$ cat config.mk
export PLATFORM = sky130hd
export DESIGN_NAME = vclk_streamer
export DESIGN_NICKNAME = d
export VERILOG_FILES = /design/src/rtl/vclk_streamer.sv
export SDC_FILE = /design/constraint.sdc
export NUM_CORES = 1
export LEC_CHECK = 0
export ABC_AREA = 1
export CORE_ASPECT_RATIO = 0.9
export CORE_MARGIN = 1.5
export CORE_UTILIZATION = 40
export DETAILED_ROUTE_END_ITERATION = 16
export PLACE_DENSITY = 0.68
export SLEW_MARGIN = 20
export SYNTH_ARGS = -nofsm -noshare
export SYNTH_HDL_FRONTEND = slang
export SYNTH_SLANG_ARGS = --single-unit
$ cat constraint.sdc
create_clock -name clk -period 1.5 [get_ports clk]
set_clock_uncertainty 0.1 [all_clocks]
set_input_delay 0.3 -clock clk [delete_from_list [all_inputs] [get_ports clk]]
set_output_delay 0.3 -clock clk [all_outputs]
set_load 0.005 [all_outputs]
$ cat src/rtl/vclk_streamer.sv
module vclk_streamer #(
  parameter int ADDR_W      = 7,
  parameter int DATA_W      = 8,
  parameter int SYNC_EDGES  = 9,
  parameter int SYNC_STAGES = 2
) (
  input  logic              clk,
  input  logic              rst_n,
  input  logic              vclk_in,
  input  logic              bus_clk,
  input  logic              restart,
  output logic [ADDR_W-1:0] mem_addr,
  input  logic [DATA_W-1:0] mem_data,
  output logic              sda_out,
  output logic              sda_oe
);
  localparam int BIT_W  = $clog2(DATA_W + 1);
  localparam int INIT_W = $clog2(SYNC_EDGES + 1);
  localparam logic [ADDR_W-1:0] LAST_ADDR = {ADDR_W{1'b1}};

  logic [SYNC_STAGES-1:0] vsync, bsync;
  logic                   vprev;
  logic [INIT_W-1:0]      init_cnt;
  logic [BIT_W-1:0]       bit_idx;
  logic [ADDR_W-1:0]      addr;
  logic [DATA_W-1:0]      shifted;

  wire vclk_s    = vsync[SYNC_STAGES-1];
  wire bus_ok    = bsync[SYNC_STAGES-1];
  wire rise      = vclk_s & ~vprev;
  wire init_done = (init_cnt == INIT_W'(SYNC_EDGES));
  wire at_null   = (bit_idx == BIT_W'(DATA_W));

  assign shifted  = mem_data << bit_idx;
  wire   cur_bit  = shifted[DATA_W-1];
  assign mem_addr = addr;

  always_ff @(posedge clk or negedge rst_n) begin
    if (!rst_n) begin
      vsync <= '0;
      bsync <= '0;
      vprev <= 1'b0;
    end else begin
      vsync <= {vsync[SYNC_STAGES-2:0], vclk_in};
      bsync <= {bsync[SYNC_STAGES-2:0], bus_clk};
      vprev <= vclk_s;
    end
  end

  always_ff @(posedge clk or negedge rst_n) begin
    if (!rst_n) begin
      init_cnt <= '0;
      bit_idx  <= '0;
      addr     <= '0;
      sda_oe   <= 1'b0;
      sda_out  <= 1'b1;
    end else if (restart) begin
      bit_idx <= '0;
      addr    <= '0;
      sda_oe  <= 1'b0;
      sda_out <= 1'b1;
    end else if (!bus_ok) begin
      sda_oe  <= 1'b0;
      sda_out <= 1'b1;
    end else if (rise) begin
      if (!init_done) begin
        init_cnt <= init_cnt + 1'b1;
      end else if (at_null) begin
        sda_oe  <= 1'b0;
        sda_out <= 1'b1;
        bit_idx <= '0;
        addr    <= addr + 1'b1;
      end else begin
        sda_oe  <= 1'b1;
        sda_out <= cur_bit;
        bit_idx <= bit_idx + 1'b1;
      end
    end
  end

  AST_INIT_RELEASED: assert property (@(posedge clk) disable iff (!rst_n)
    !init_done |-> !sda_oe);
  AST_DATA_BIT: assert property (@(posedge clk) disable iff (!rst_n)
    (rise && bus_ok && init_done && !at_null && !restart) |=> (sda_oe && sda_out == $past(cur_bit)));
  AST_NULL_RELEASED: assert property (@(posedge clk) disable iff (!rst_n)
    (rise && bus_ok && init_done && at_null && !restart) |=> (!sda_oe && sda_out));
  AST_ADDR_HOLD: assert property (@(posedge clk) disable iff (!rst_n)
    !(rise && bus_ok) && !restart |=> $stable(mem_addr));
  AST_ADDR_WRAP: assert property (@(posedge clk) disable iff (!rst_n)
    (rise && bus_ok && init_done && at_null && !restart && addr == LAST_ADDR) |=> (mem_addr == '0));
  AST_BUS_GATE: assert property (@(posedge clk) disable iff (!rst_n)
    (!bus_ok && !restart) |=> (!sda_oe && $stable(mem_addr)));
  AST_RESTART: assert property (@(posedge clk) disable iff (!rst_n)
    restart |=> (mem_addr == '0 && !sda_oe));
  AST_ONE_RISE: assert property (@(posedge clk) disable iff (!rst_n)
    rise |=> !rise);
endmodule

==> summary.md <==
| Metric | Value |
|---|---|
| Area of the core | 2730 um^2 |
| Die Area | 3200 um^2 |
| Largest net degree at the start of global routing | 23 |
| GR Util met2 | 30.4% |
| Total clock buffers created by CTS | 3 |
| Worst Path Arrival | 1.63 ns |
| Failing checks | negative setup slack |
| Unrepaired setup endpoints after global routing | yes |
| Final TNS setup | -0.0268 ns |
| Warnings from Yosys | 0 |
| Initial Util | 42.1% |
| Cells after synthesis | 133 |
| Primary FF master, synth | dfrtp_1 |
| Synthesized area | 1150 um^2 |
| Vias in the first global route | 993 |
| Final #Nets | 198 |
| CTS tree | done |
| Reg area | 552 um^2 |
| FF-to-FF setup slack | -0.01 ns |
| Pleak | 0.829 nW |
| Worst-skew pair later-pin latency | 0.31 ns |
| First drt pass iteration count | 4 |
| Routed Antenna Nets | 0 |
| Number of diodes | 0 |
| Hold Path Class | primary input to async pin |
| Mean post-synth cell area | 8.62 um^2 |
| Synth unique cells | 21 |
| Placed insts | 205 |
| GRT Overall Usage | 17.5% |
| Pins over their slew limit | 0 |
| Die height | 53.8 um |
| Hpwl dp | 1760 um |
| Synth cell count leaders | 29 x nand2_1, 21 x dfrtp_1, 19 x nand3_1, 16 x inv_1, 8 x nor2_1 |
| I/O pin cnt | 22 |
| Final worst slack | -0.0133 ns |
| Top Usage Layer GRT | met2 |
| EDFF count, synth | 0 |
| Clock Sinks | 22 |
| Final Non-Filler Cells | 219 |
| Crit path time final | 1.51 ns |
| Via count | 1048 |
| Drt first-iter violations | 26 |
| Overflow after GRT | 0 |
| Peak Freq | 0.661 GHz |
| Util after Layout | 62.1% |
| Reg2Reg Depth | 9 |
| Kind of end point of the critical path | flip-flop |
| Seq cells post-synth | 22 |
| Area Overhead vs Synth | 47.6% |
| Relative slew slack | 81.4% |
| Post-place setup slack | -0.172 ns |
| WS Path Type | flip-flop to flip-flop |
| Status | finished, violations left |
| Top-count cell post-synth | nand2_1 |
| Final Power | 0.00140 W |
| Width of the chip | 59.4 um |
| Met3 Use GR | 5.29% |
| Async SR Flop Fraction | 100% |
| Layout cells sized above 1 | 32.4% |
| Period utilisation layout | 101% |
| Crit Path Max Fanout | 7 |
| First-pass GRT wire length | 4150 um |
| Final Wtd Congestion | 0.741 |
| Vias per std cell | 4.79 |
| PortBufs | 21 |
| Reg2reg end | mem_addr[2] |
| WL final | 2650 um |
| Worst-Margin Slew | 0.280 ns |
| CTS clk-pin slew, worst paths | 0.12 ns |
| # setup viols final | 3 |
| Maximum VDD drop | 0.704 mV |
| CP startpoint | init_cnt[1] |
| Max Cap Violations | 0 |
| Row cnt | 18 |
| Top cells by area, synth | dfrtp_1 46%, nand2_1 9.5%, nand3_1 8.3% |
| Crit Reg-Reg Startpoint | init_cnt[1] |
| Layout filler cell count | 245 |
| Met1 usage | 20.7% |
| Worst Path Required | 1.62 ns |
| Avg WL per Cell | 12.1 um |
| Initial antenna violation count | 0 |
| Syn nets | 151 |
| Clk buf depth | 2 |
| Startpoint Class | flip-flop |
| Htree depth | 1 |
| Clock Tree Root | clkbuf_4 |
| Residual DRC | 0 |
| Fin. Hold Viols | 0 |
| Synth top area share | 45.9% |
| Post-synth top area cell | dfrtp_1 |
| Power per cell area | 828 nW/um^2 |
| Multi-input combinational cell area | 617 um^2 |
| Sequential share of the synthesized area | 48.1% |
==> registers in the layout (all words and copies together) (netlist names) <==
register and cells:
vprev 1, vsync 2, bit_idx 4, bsync 2
mem_addr 7, sda_oe 1, sda_out 1, init_cnt 4
==> worst max-delay path by stage <==
stage                        endpoint  cells past startpoint  slack (ns)
after global routing      mem_addr[2]                      9       -0.10
after detailed placement  init_cnt[3]                      5       -0.17
after floorplan           mem_addr[2]                      8        0.03
after CTS                 mem_addr[0]                      8       -0.02
final                     mem_addr[2]                      9       -0.01
after global placement    init_cnt[3]                      5       -0.12
==> report_power, final <==
part           leakage (nW)  total [W]  switching, W  internal, W
sequential            0.288   0.000687     0.0000416     0.000645
clock                0.0279   0.000457      0.000187     0.000270
combinational         0.514   0.000258      0.000122     0.000136
==> worst max-delay path: stages, from the launching register on <==
cell and delay (ns):
dfrtp_1 0.40, inv_1 0.06, ha_2 0.16, nand2_2 0.07, nor2_4 0.15, nand3_4 0.13, nand2_8 0.14, nand2_4 0.09
nand2_1 0.08, o21ai_2 0.05
==> stage by stage <==
stage	hold WS [ns]	area (um^2)
global placement	0.233	1490
CTS	0.230	1600
finish	0.218	1690
detailed placement	0.235	1490
floorplan	-0.0956	1150
global route	0.239	1690
==> kinds of logic (layout without fill, tap and decap cells) <==
group | after synthesis | count (layout) | share of synthesized area, %
buffers and inverters | 18 | 63 | 6.55
adder cells (fa/ha/maj) | 5 | 5 | 5.46
XOR/XNOR | 6 | 6 | 4.59
flip-flops | 22 | 22 | 48.1
AND/OR/NAND/NOR | 68 | 69 | 28.2
AO/OA/AOI/OAI | 14 | 14 | 7.10
==> cell type report <==
cell class              count  area share (%)
clock buffers               3            1.33
multi-input cells          94            36.5
well taps                  40            2.96
clock inverters             1            1.78
inverters                  17            3.77
repair buffers             42            21.1
flip-flops and latches     22            32.6
==> what timing repair did <==
action                                 4_1_cts  5_1_grt
cloned                                       0        1
buffers inserted                             8        1
resized for setup                           13       23
pin swaps                                    0        2
hold buffers                                 0        0
setup endpoints to repair                   16       15
endpoints found under the hold margin        0        0
==> per-layer routing <==
metal,wire (um),vias to the layer above
met5,0,-
met1,1060,499
met2,1400,21
met4,75,0
li1,-,520
met3,118,8
==> cells in the final DEF (no fill, tap or decap), types with 2 or more instances in the layout <==
cell and count:
ha_1 3, nand2_8 2, dfrtp_1 21, a21oi_1 2
nor2_1 7, dlygate4sd2_1 8, inv_1 15, nand2_2 6
clkbuf_4 3, nand2_1 23, xor2_1 4, buf_4 20
or2_2 5, nor2_2 2, nand4_1 2, clkdlybuf4s50_1 12
inv_2 2, o21ai_1 3, o21ai_2 7, nand3_1 18
xnor2_1 2
Power figures use the tool's default switching activity.
